File: src/rtl/rwf_pkg.sv
package rwf_pkg;
  typedef struct packed {
    logic rewind;
    logic take;
    logic fire;
  } rd_evt_t;
endpackage

File: src/rtl/rwf_mem.sv
module rwf_mem #(
  parameter int DW = 8,
  parameter int AW = 4
) (
  input  logic          clk,
  input  logic          we,
  input  logic [AW-1:0] waddr,
  input  logic [DW-1:0] wdata,
  input  logic          re,
  input  logic [AW-1:0] raddr,
  output logic [DW-1:0] rdata
);
  localparam int DEPTH = 1 << AW;
  logic [DW-1:0] store [DEPTH];

  always_ff @(posedge clk) begin
    if (we) store[waddr] <= wdata;
  end

  always_ff @(posedge clk) begin
    if (re) rdata <= store[raddr];
  end
endmodule

File: src/rtl/rwf_wrctl.sv
module rwf_wrctl #(
  parameter int AW = 4
) (
  input  logic        clk,
  input  logic        rst,
  input  logic        wr_en,
  input  logic        full_q,
  output logic        wr_fire,
  output logic [AW:0] wptr,
  output logic [AW:0] wptr_nxt
);
  assign wr_fire  = wr_en && !full_q;
  assign wptr_nxt = wr_fire ? wptr + 1'b1 : wptr;

  always_ff @(posedge clk) begin
    if (rst) wptr <= '0;
    else     wptr <= wptr_nxt;
  end
endmodule

File: src/rtl/rwf_rdctl.sv
module rwf_rdctl
  import rwf_pkg::*;
#(
  parameter int AW = 4
) (
  input  logic        clk,
  input  logic        rst,
  input  logic        rd_en,
  input  logic        empty_q,
  input  logic        mark,
  input  logic        rt_n,
  output rd_evt_t     evt,
  output logic [AW:0] rptr,
  output logic [AW:0] rptr_nxt,
  output logic [AW:0] mptr_nxt,
  output logic        mvalid_nxt
);
  logic [AW:0] mptr;
  logic        mvalid;

  always_comb begin
    evt.rewind = !rt_n && mvalid;
    evt.fire   = rd_en && !empty_q && !evt.rewind;
    evt.take   = mark && !evt.rewind;
    if (evt.rewind)    rptr_nxt = mptr;
    else if (evt.fire) rptr_nxt = rptr + 1'b1;
    else               rptr_nxt = rptr;
    mptr_nxt   = evt.take ? rptr : mptr;
    mvalid_nxt = mvalid || evt.take;
  end

  always_ff @(posedge clk) begin
    if (rst) begin
      rptr   <= '0;
      mptr   <= '0;
      mvalid <= 1'b0;
    end else begin
      rptr   <= rptr_nxt;
      mptr   <= mptr_nxt;
      mvalid <= mvalid_nxt;
    end
  end
endmodule

File: src/rtl/rewind_fifo.sv
module rewind_fifo
  import rwf_pkg::*;
#(
  parameter int DW = 8,
  parameter int AW = 4
) (
  input  logic          clk,
  input  logic          rst,
  input  logic          wr_en,
  input  logic [DW-1:0] wr_data,
  output logic          full,
  input  logic          rd_en,
  output logic [DW-1:0] rd_data,
  output logic          rd_valid,
  output logic          empty,
  output logic [AW:0]   count,
  input  logic          mark,
  input  logic          rt_n
);
  localparam int          DEPTH   = 1 << AW;
  localparam logic [AW:0] DEPTH_V = DEPTH[AW:0];

  logic        wr_fire;
  logic [AW:0] wptr, wptr_nxt, rptr, rptr_nxt, mptr_nxt, base_nxt;
  logic        mvalid_nxt;
  rd_evt_t     evt;

  rwf_wrctl #(.AW(AW)) u_wr (
    .clk(clk), .rst(rst), .wr_en(wr_en), .full_q(full),
    .wr_fire(wr_fire), .wptr(wptr), .wptr_nxt(wptr_nxt)
  );

  rwf_rdctl #(.AW(AW)) u_rd (
    .clk(clk), .rst(rst), .rd_en(rd_en), .empty_q(empty),
    .mark(mark), .rt_n(rt_n), .evt(evt), .rptr(rptr),
    .rptr_nxt(rptr_nxt), .mptr_nxt(mptr_nxt), .mvalid_nxt(mvalid_nxt)
  );

  rwf_mem #(.DW(DW), .AW(AW)) u_mem (
    .clk(clk), .we(wr_fire), .waddr(wptr[AW-1:0]), .wdata(wr_data),
    .re(evt.fire), .raddr(rptr[AW-1:0]), .rdata(rd_data)
  );

  assign base_nxt = mvalid_nxt ? mptr_nxt : rptr_nxt;

  always_ff @(posedge clk) begin
    if (rst) begin
      count    <= '0;
      empty    <= 1'b1;
      full     <= 1'b0;
      rd_valid <= 1'b0;
    end else begin
      count    <= wptr_nxt - rptr_nxt;
      empty    <= (wptr_nxt == rptr_nxt);
      full     <= ((wptr_nxt - base_nxt) == DEPTH_V);
      rd_valid <= evt.fire;
    end
  end
endmodule

File: config.mk
export PLATFORM = sky130hd
export DESIGN_NAME = rewind_fifo
export DESIGN_NICKNAME = d
export VERILOG_FILES = /design/src/rtl/rwf_pkg.sv /design/src/rtl/rwf_mem.sv /design/src/rtl/rwf_wrctl.sv /design/src/rtl/rwf_rdctl.sv /design/src/rtl/rewind_fifo.sv
export SDC_FILE = /design/constraint.sdc
export NUM_CORES = 1
export LEC_CHECK = 0
export ABC_CLOCK_PERIOD_IN_PS = 3800
export BUFFER_PORTS_ARGS = -buffer_cell sky130_fd_sc_hd__buf_4
export CAP_MARGIN = 20
export CORE_UTILIZATION = 35
export DETAILED_ROUTE_END_ITERATION = 16
export RECOVER_POWER = 50
export SETUP_SLACK_MARGIN = 0.15
export SLEW_MARGIN = 20
export SYNTH_ARGS = -nofsm -noshare
export SYNTH_HDL_FRONTEND = slang
export SYNTH_SLANG_ARGS = --single-unit
export TNS_END_PERCENT = 50
File: constraint.sdc
create_clock -name clk -period 3.8 [get_ports clk]
set_clock_uncertainty 0.2 [all_clocks]
set_input_delay 0.57 -clock clk [delete_from_list [all_inputs] [get_ports clk]]
set_output_delay 0.57 -clock clk [all_outputs]
set_load 0.05 [all_outputs]
==> impl_metrics.ini, run 1 <==
[timing]
fmax_mhz = 323.7
final.period_utilization_pct = 81.30
slew_violations = 0
finalSetupTns_ns = 0
tightestPinTransition_ns = 1.037
hold-worst-slack_ns = 0.2880
timing.final.setup_violations = 0
finalHoldViolCount = 0
max_slew_margin_pct = 30.60
grt_setup_unrepaired = no
final.min_clock_period_ns = 3.090

[cts]
clk_path_buf_depth = 2
clk_root_buffer_cell = sky130_fd_sc_hd__clkbuf_16
cts_num_sinks = 160
clock_tree.htree_level_count = 4
tritoncts = done
clock_pin_slew_reported_for_the_worst_setup_and_hold_paths_after_clock_tree_synthesis_ns = 0.06
post_cts_hold_buffer_count = 0
tritoncts_buffers = 17
postCtsSetupBuffers = 0
clk-insertion-delay-late_ns = 0.41
cts_resizes = 0

[synth]
yosysUniqueCellTypes = 49
post-synth-top-count-cell = sky130_fd_sc_hd__edfxtp_1
area_fraction_in_compound_gates_after_synthesis_pct = 4.520
synth_xor_area_share_pct = 2.046
synth.yosys.warnings = 0
yosys-top-cells-count = 136 x sky130_fd_sc_hd__edfxtp_1, 37 x sky130_fd_sc_hd__nor2_1, 32 x sky130_fd_sc_hd__mux4_2, 24 x sky130_fd_sc_hd__dfxtp_1, 16 x sky130_fd_sc_hd__mux2i_1
post_synthesis_simple_gate_area_fraction_pct = 7.068
synth_adder_area_share_pct = 2.902
synth.net_count = 426
mean_syn_cell_area_um2 = 16.94
yosys_most_used_dff = sky130_fd_sc_hd__edfxtp_1
number_of_enable_type_register_cells_in_the_synthesized_netlist = 136
synth-async-reset-ratio_pct = 0
postSynthCellCount = 397
synth_area_leaders = sky130_fd_sc_hd__edfxtp_1 61%, sky130_fd_sc_hd__mux4_2 11%, sky130_fd_sc_hd__dfxtp_1 7.1%
ys_seq_elements = 160
synth_top_family_by_area = multiplexers
ys_seq_area_share_pct = 67.86
synth_top_cell_by_area = sky130_fd_sc_hd__edfxtp_1
synth.area.mux_share_pct = 13.26
post_synth_instance_area_um2 = 6726
post-synth-top-area-fraction_pct = 60.71

[power]
cellLeakagePower_nw = 2.516
sequentialPowerShare_pct = 47.8
share_clk_of_total_power_pct = 40.2
power.ir.vdd_worst_mv = 0.3027
netSwitchingFraction_pct = 24.72
total_switching_power_mw = 1.031
power-per-cell-area_nw_per_um2 = 540.7
combinationalPowerShare_pct = 12.0
cell_internal_pwr_mw = 3.139

[routing]
route.final.wire_length_mm = 13.75
detail_route.iter0.violations = 335
ant_nets = 0
wl_per_cell_um = 20.01
remaining_drc_errors = 0
vias = 3529
drt_pre_antenna_iters = 4
vias_per_cell = 5.137

[floorplan]
die-height_um = 140.6
core_area_um2 = 18770
die_width_um = 140.6
rows = 50
ioPinCount = 30
design.die.area_um2 = 19780
initial_utilization_pct = 35.84

[grt]
globalRouteTotalUtil_pct = 14.87
grt_pass1_vias = 3662
grt_first_pass_wirelength_mm = 21.27
grt_start_max_net_pins = 28
overflow = 0
initial_antenna_violation_count = 0

[finish]
multiInputGateArea_um2 = 1991
n_antenna_cell = 0
area.growth.synth_to_final_pct = 14.66
nFillCells = 1697
utilization_pct = 41.09
share_of_final_layout_standard_cells_stronger_than_drive_strength_1_pct = 20.53
final_cell_area_um2 = 7712
num-nets-final = 470
fin_cells = 687
sequential_cell_area_um2 = 4566

[flow_run]
cap_violations = 0

[worst_setup_path]
critical_path_peak_fanout = 11
endpoint_kind = flop
timing.setup.critical_path_class = reg -> reg
cp.required_ns = 3.94
startpoint_type = flop
critPathArrivalTime_ns = 3.23

[placed_design]
routabilityCongestion = 0.8690
detailedPlacementHpwl_mm = 8.736
dpl.cell_count = 656
post_dp_cell_area_um2 = 7238
portBuffers = 29

[min_path]
hold_path.class = in -> reg

[status]
outcome = finished clean
-- power groups by stage --
stage               Combinational, mW  Sequential [mW]  Clock (mW)
detailed placement              0.535             2.03           0
CTS                             0.536             1.99        1.71
finish                          0.501             1.99        1.68
global placement                0.524             2.03           0
floorplan                       0.302             2.11           0
global route                    0.547             2.00        1.79
-- final cells by class --
type / instances / share of cell area [%]
clock buffer: 18 / 5.565
clock inverter: 13 / 1.979
inverter: 6 / 0.2920
multi-input combinational: 209 / 25.81
sequential: 160 / 59.20
tap: 234 / 3.796
timing repair buffer: 47 / 3.358
-- layout by cell type (no fill, tap or decap), drive strengths merged, types with 12 or more instances in the layout --
cell	netlist	routed
nor2b	14	14
mux4	32	32
clkbuf	9	43
inv	6	12
edfxtp	136	136
dfxtp	24	24
buf	13	22
nor2	38	38
ha	14	14
a21oi	13	13
mux2i	16	16
-- stage by stage --
stage | worst slack (ns) | power [mW]
5_1_grt | 0.4100 | 4.330
2_1_floorplan | 0.5573 | 2.414
3_5_place_dp | 0.4530 | 2.565
3_3_place_gp | 0.5508 | 2.550
4_1_cts | 0.6857 | 4.239
6_report | 0.7104 | 4.170
-- state kept, by name, indices dropped and copies added, names as in the netlist --
register and count:
count 5, empty 1, full 1, rd_valid 1
u_mem.rdata 8, u_mem.store 128, u_rd.mptr 5, u_rd.mvalid 1
u_rd.rptr 5, u_wr.wptr 5
-- per-layer routing --
layer	track usage (%)	routed length, um	share of wire (%)
met1	19.44	6103	44
met2	24.27	6799	49
met3	3.567	640	4.7
met4	5.206	201	1.5
met5	0	0	0
-- critical path: stages, from the launching register on --
cell and delay, ns:
sky130_fd_sc_hd__dfxtp_1 0.50, sky130_fd_sc_hd__nor2b_4 0.36, sky130_fd_sc_hd__mux2i_1 0.28, sky130_fd_sc_hd__o21ai_1 0.08, sky130_fd_sc_hd__o221ai_1 0.19, sky130_fd_sc_hd__ha_1 0.29
sky130_fd_sc_hd__and3b_1 0.20, sky130_fd_sc_hd__or3_1 0.35, sky130_fd_sc_hd__a221oi_1 0.35, sky130_fd_sc_hd__nand2b_1 0.09, sky130_fd_sc_hd__mux2i_1 0.13
-- kinds of logic (layout without fill, tap and decap cells) --
logic type | Yosys count | in the layout
fa+ha+maj | 15 | 15
compound gates | 43 | 43
buf+inv | 28 | 84
flops | 160 | 160
simple gates | 90 | 90
xor+xnor | 12 | 12
mux | 49 | 49
-- worst paths after layout --
path | startpoint | end | slack (ns) | cells past startpoint
min | rst | count[1] | 0.29 | 2
max reg2reg | u_rd.mvalid | full | 0.71 | 10
max | u_rd.mvalid | full | 0.71 | 10
min reg2reg | u_rd.mptr[3] | u_rd.mptr[3] | 0.34 | 2
Power figures use the tool's default switching activity.
==> inputs of run 2 (changes only) <==
Settings changed: ABC_AREA set to 1, ABC_CLOCK_PERIOD_IN_PS 3800 to 3000.
Clock period 3.8 ns to 3 ns, I/O delays scaled along.
==> impl_metrics.ini, run 2 <==
[status]
outcome = finished clean

[power]
combinationalPowerShare_pct = 14.9
cell_internal_pwr_mw = 3.896
total_switching_power_mw = 1.507
cellLeakagePower_nw = 2.783
power-per-cell-area_nw_per_um2 = 691.9
netSwitchingFraction_pct = 27.89
share_clk_of_total_power_pct = 38.1
sequentialPowerShare_pct = 47.0
power.ir.vdd_worst_mv = 0.4169

[worst_setup_path]
cell_type_with_the_highest_occurrence_count_on_the_critical_path = sky130_fd_sc_hd__nand2_1
endpoint_kind = flop
critPathArrivalTime_ns = 2.75
rr_startpoint = empty
startpoint_type = flop
reg_to_reg_end = full
rr_worst_depth = 16
r2r_slack_ns = 0.37
crit_chain = nor2_4 > nand2_4 > inv_4 > nand2_1 > o21ai_0 > o21ai_0 > nand2_1 > o21ai_1 > ha_1 > nand2_1 > nor2_1 > a211oi_1 > xor2_1 > nor2_1 > nand2_1 > nor2_2
slowest_cp_cell = sky130_fd_sc_hd__dfxtp_1
critical_path_peak_fanout = 11
max_stage_delay_ns = 0.33
cp.required_ns = 3.12
timing.setup.critical_path_class = reg -> reg

[cts]
tritoncts = done
cts_num_sinks = 160
post_cts_hold_buffer_count = 0
tritoncts_buffers = 17
clk_root_buffer_cell = sky130_fd_sc_hd__clkbuf_16
clock_tree.htree_level_count = 4
clock_pin_slew_reported_for_the_worst_setup_and_hold_paths_after_clock_tree_synthesis_ns = 0.06
clk_path_buf_depth = 2
postCtsSetupBuffers = 0
clk-insertion-delay-late_ns = 0.43

[floorplan]
ioPinCount = 30
rows = 50
die-height_um = 141.5
core_area_um2 = 18890
initial_utilization_pct = 36.07
design.die.area_um2 = 20030
die_width_um = 141.5

[min_path]
start_point_of_the_worst_min_delay_path = rst
hold_depth = 2
hold_path.class = in -> reg
min_delay_worst_endpoint = count[1]

[synth]
synth.net_count = 629
post-synth-top-area-fraction_pct = 59.93
synth.yosys.warnings = 0
yosys-top-cells-count = 139 x sky130_fd_sc_hd__nor2_1, 136 x sky130_fd_sc_hd__edfxtp_1, 68 x sky130_fd_sc_hd__nand2_1, 47 x sky130_fd_sc_hd__o21ai_0, 35 x sky130_fd_sc_hd__inv_1
synth_top_cell_by_area = sky130_fd_sc_hd__edfxtp_1
yosysUniqueCellTypes = 34
ys_seq_area_share_pct = 66.98
post_synth_instance_area_um2 = 6814
yosys_most_used_dff = sky130_fd_sc_hd__edfxtp_1
number_of_enable_type_register_cells_in_the_synthesized_netlist = 136
mean_syn_cell_area_um2 = 11.36
postSynthCellCount = 600
ys_seq_elements = 160
synth-async-reset-ratio_pct = 0
post-synth-top-count-cell = sky130_fd_sc_hd__nor2_1
synth_area_leaders = sky130_fd_sc_hd__edfxtp_1 60%, sky130_fd_sc_hd__nor2_1 7.7%, sky130_fd_sc_hd__dfxtp_1 7.1%

[finish]
n_antenna_cell = 0
reg_top3 = u_mem.store (128), u_mem.rdata (8)
most-common-layout-cells = 139 x sky130_fd_sc_hd__nor2_1, 136 x sky130_fd_sc_hd__edfxtp_1, 71 x sky130_fd_sc_hd__nand2_1
nFillCells = 1831
area.growth.synth_to_final_pct = 14.60
share_of_final_layout_standard_cells_stronger_than_drive_strength_1_pct = 11.86
final_cell_area_um2 = 7809
utilization_pct = 41.33
num-nets-final = 665
largest-register = u_mem.store
largest_register_ffs = 128
layout_commonest_cell = sky130_fd_sc_hd__nor2_1

[timing]
final.min_clock_period_ns = 2.628
finalHoldViolCount = 0
finalWorstSetupSlack_ns = 0.3715
finalSetupTns_ns = 0
tightestPinTransition_ns = 0.8630
hold-worst-slack_ns = 0.1500
timing.final.setup_violations = 0
final.period_utilization_pct = 87.62
fmax_mhz = 380.5
slew_violations = 0
grt_setup_unrepaired = no
max_slew_margin_pct = 42.46

[placed_design]
portBuffers = 29
routabilityCongestion = 0.8509
post_dp_cell_area_um2 = 7305
detailedPlacementHpwl_mm = 9.479
place_worst_setup_slack_ns = 0.1886

[grt]
grt_pass1_vias = 4286
met2_usage_pct = 26.16
initial_antenna_violation_count = 0
globalRouteTotalUtil_pct = 15.98
overflow = 0
grt_util_met1_pct = 20.80
grtUsageMet3_pct = 4.084
grt_first_pass_wirelength_mm = 23.77
grt_start_max_net_pins = 65
top_usage_layer = met2

[routing]
ant_nets = 0
detail_route.iter0.violations = 311
wl_per_cell_um = 16.39
route.final.wire_length_mm = 14.89
remaining_drc_errors = 0
vias_per_cell = 4.912
drt_pre_antenna_iters = 5
vias = 4465

[flow_run]
cap_violations = 0
[run 2: cell count changes after synthesis, moves of 19 or more]
cell / previous run / this run
sky130_fd_sc_hd__inv_1: 6 / 35
sky130_fd_sc_hd__mux4_2: 32 / 0
sky130_fd_sc_hd__nand2_1: 10 / 68
sky130_fd_sc_hd__nand3_1: 0 / 19
sky130_fd_sc_hd__nor2_1: 37 / 139
sky130_fd_sc_hd__o21ai_0: 3 / 47
[run 2: timing repair]
item,in CTS,in global routing
endpoints found under the setup margin,0,1
endpoints found under the hold margin,0,0
resized for setup,0,2
[run 2: power by group through the flow]
| stage | sequential, mW | clock [mW] | combinational, mW |
|---|---|---|---|
| global placement | 2.59 | 0 | 0.811 |
| finish | 2.54 | 2.06 | 0.804 |
| global route | 2.55 | 2.19 | 0.896 |
| floorplan | 2.70 | 0 | 0.468 |
| detailed placement | 2.59 | 0 | 0.825 |
| CTS | 2.54 | 2.10 | 0.829 |
[run 2: worst max-delay path by stage]
| stage | start | endpoint | slack [ns] | cells after the start |
|---|---|---|---|---|
| floorplan | empty | full | 0.45 | 17 |
| global placement | rt_n | full | 0.30 | 18 |
| detailed placement | rt_n | full | 0.19 | 18 |
| CTS | u_wr.wptr[0] | full | 0.37 | 12 |
| global route | empty | full | 0.1 | 16 |
| finish | empty | full | 0.37 | 16 |
[run 2: kinds of logic after synthesis]
family | synth area share (%)
DFF | 66.98
and+or+nand+nor | 14.87
adders and majority gates | 2.865
AOI/OAI and AO/OA | 9.861
xor gates and xnor gates | 0.8814
buffers and inverters | 4.535
[run 2: area by class of cell]
type / instances / area [um^2] / area share [%]
sequential: 160 / 4567 / 58.48
tap: 260 / 325.3 / 4.166
clock buffer: 18 / 429.2 / 5.496
inverter: 39 / 148.9 / 1.907
timing repair buffer: 43 / 270.3 / 3.461
clock inverter: 14 / 132.6 / 1.698
multi-input combinational: 375 / 1936 / 24.79
[run 2: worst max-delay path, delay by kind of cell, from the launching register on]
kind | cells | cell delay, ns
compound gates | 4 | 0.62
xor+xnor | 1 | 0.18
fa+ha+maj | 1 | 0.32
buf+inv | 1 | 0.15
flops | 1 | 0.33
simple gates | 9 | 0.71
[run 2: through the flow]
stage / cells / total power [mW]
global route: 909 / 5.635
global placement: 877 / 3.397
floorplan: 600 / 3.166
finish: 909 / 5.403
CTS: 909 / 5.464
detailed placement: 877 / 3.411
[run 2: metal layers]
metal / vias to the layer above / wire [um] / share of wire, %
met2: 94 / 7247 / 49
met3: 15 / 712 / 4.8
met4: 0 / 181 / 1.2
met1: 2189 / 6753 / 45
li1: 2167 / - / -
met5: - / 0 / 0
==> inputs of run 3 (changes only) <==
Settings changed: BUFFER_PORTS_ARGS -buffer_cell sky130_fd_sc_hd__buf_4 to -buffer_cell sky130_fd_sc_hd__buf_2.
==> impl_metrics.ini, run 3 (same netlist as run 2, synthesis figures left out) <==
[status]
outcome = finished clean

[finish]
final_cell_area_um2 = 7807
largest_register_ffs = 128
most-common-layout-cells = 139 x sky130_fd_sc_hd__nor2_1, 136 x sky130_fd_sc_hd__edfxtp_1, 71 x sky130_fd_sc_hd__nand2_1
n_antenna_cell = 0
share_of_final_layout_standard_cells_stronger_than_drive_strength_1_pct = 12.33
num-nets-final = 665
area.growth.synth_to_final_pct = 14.58
layout_commonest_cell = sky130_fd_sc_hd__nor2_1
reg_top3 = u_mem.store (128), u_mem.rdata (8)
largest-register = u_mem.store

[grt]
grt_pass1_vias = 4368
globalRouteTotalUtil_pct = 16.03
grt_start_max_net_pins = 65
grt_first_pass_wirelength_mm = 23.87
overflow = 0
initial_antenna_violation_count = 0

[power]
power.ir.vdd_worst_mv = 0.4143
cellLeakagePower_nw = 2.799
power-per-cell-area_nw_per_um2 = 711.7

[cts]
clk-insertion-delay-late_ns = 0.42
clock_pin_slew_reported_for_the_worst_setup_and_hold_paths_after_clock_tree_synthesis_ns = 0.06
cts_num_sinks = 160
postCtsSetupBuffers = 0
clock_tree.htree_level_count = 4
post_cts_hold_buffer_count = 0
tritoncts = done
clk_root_buffer_cell = sky130_fd_sc_hd__clkbuf_16
tritoncts_buffers = 17
clk_path_buf_depth = 2
cts_resizes = 0

[timing]
fmax_mhz = 373.9
final.min_clock_period_ns = 2.674
max_slew_margin_pct = 41.74
slew_violations = 0
final.period_utilization_pct = 89.14
finalHoldViolCount = 0
hold-worst-slack_ns = 0.2178
grt_setup_unrepaired = no
tightestPinTransition_ns = 0.8707
finalSetupTns_ns = 0
finalWorstSetupSlack_ns = 0.3257
timing.final.setup_violations = 0

[placed_design]
post_dp_cell_area_um2 = 7232
place_worst_setup_slack_ns = 0.1928
portBuffers = 29
detailedPlacementHpwl_mm = 9.648
routabilityCongestion = 0.8812

[floorplan]
ioPinCount = 30
rows = 50
die_width_um = 141.5
core_area_um2 = 18890
initial_utilization_pct = 36.07
die-height_um = 141.5
design.die.area_um2 = 20030

[worst_setup_path]
critPathArrivalTime_ns = 2.78
r2r_slack_ns = 0.33
crit_chain = nor2_4 > nand2_4 > inv_4 > nand2_1 > o21ai_0 > o21ai_0 > o21ai_0 > nand2_1 > o21ai_1 > ha_1 > nand2_1 > nor2_1 > a211oi_1 > xor2_1 > nor2_1 > nand2_1 > nor2_2
critical_path_peak_fanout = 11
timing.critical_path.max_delay_family = compound AO/OA/AOI/OAI gates
slowest_cp_cell = sky130_fd_sc_hd__dfxtp_1
startpoint_type = flop
rr_startpoint = empty
worstPathBufferInverterCount = 1
cell_type_with_the_highest_occurrence_count_on_the_critical_path = sky130_fd_sc_hd__nand2_1
endpoint_kind = flop
max_stage_delay_ns = 0.33
rr_worst_depth = 17
cp.required_ns = 3.11
timing.setup.critical_path_class = reg -> reg
reg_to_reg_end = full

[routing]
vias = 4460
remaining_drc_errors = 0
drt_pre_antenna_iters = 4
vias_per_cell = 4.906
route.final.wire_length_mm = 15.11
ant_nets = 0
wl_per_cell_um = 16.62
detail_route.iter0.violations = 330

[min_path]
hold_path.class = in -> reg
hold_depth = 5
start_point_of_the_worst_min_delay_path = rd_en
min_delay_worst_endpoint = rd_valid

[flow_run]
cap_violations = 0
-- run 3: cell count changes in the layout (fill, tap and decap cells not counted), sizes merged --
cell / delta
clkbuf: -4
buf: +3
clkinv: -3
bufinv: +2
clkinvlp: +1
inv: +1
-- run 3: worst min-delay path, stage by stage --
cell                      delay, ns
sky130_fd_sc_hd__buf_2         0.10
sky130_fd_sc_hd__inv_2         0.06
sky130_fd_sc_hd__nor2_4        0.04
sky130_fd_sc_hd__nand2_4       0.09
sky130_fd_sc_hd__nor2_1        0.05
-- run 3: metrics by stage --
| step | power, mW | util, % | instances |
|---|---|---|---|
| 6_report | 5.557 | 41.32 | 909 |
| 2_1_floorplan | 3.166 | - | 600 |
| 3_3_place_gp | 3.370 | 38.28 | 877 |
| 5_1_grt | 5.774 | 41.32 | 909 |
| 3_5_place_dp | 3.388 | 38.28 | 877 |
| 4_1_cts | 5.605 | 41.48 | 909 |
-- run 3: worst max path at each step --
stage | from | to | slack, ns | depth (start not counted)
4_1_cts | u_wr.wptr[0] | full | 0.31 | 12
6_report | empty | full | 0.33 | 17
3_5_place_dp | rt_n | full | 0.19 | 18
5_1_grt | empty | full | 0.1 | 17
3_3_place_gp | rt_n | full | 0.31 | 18
2_1_floorplan | empty | full | 0.45 | 17
-- run 3: cell type report --
class,count,area (um^2)
clock buffers,17,425.4
flip-flops and latches,160,4567
inverters,39,148.9
clock inverters,15,180.2
well taps,260,325.3
multi-input cells,375,1929
fillers,1821,11090
repair buffers,43,231.5
-- run 3: power by group --
part           switching, mW  internal (mW)
clock                  0.902           1.32
sequential            0.0328           2.50
combinational          0.574          0.221
total                   1.51           4.05
-- run 3: layer usage --
layer / global-route usage, % / routed length [um] / up-vias
li1: - / - / 2162
met1: 20.81 / 6849 / 2167
met2: 25.95 / 7188 / 109
met3: 3.780 / 688 / 22
met4: 6.282 / 380 / 0
met5: 0 / 0 / -
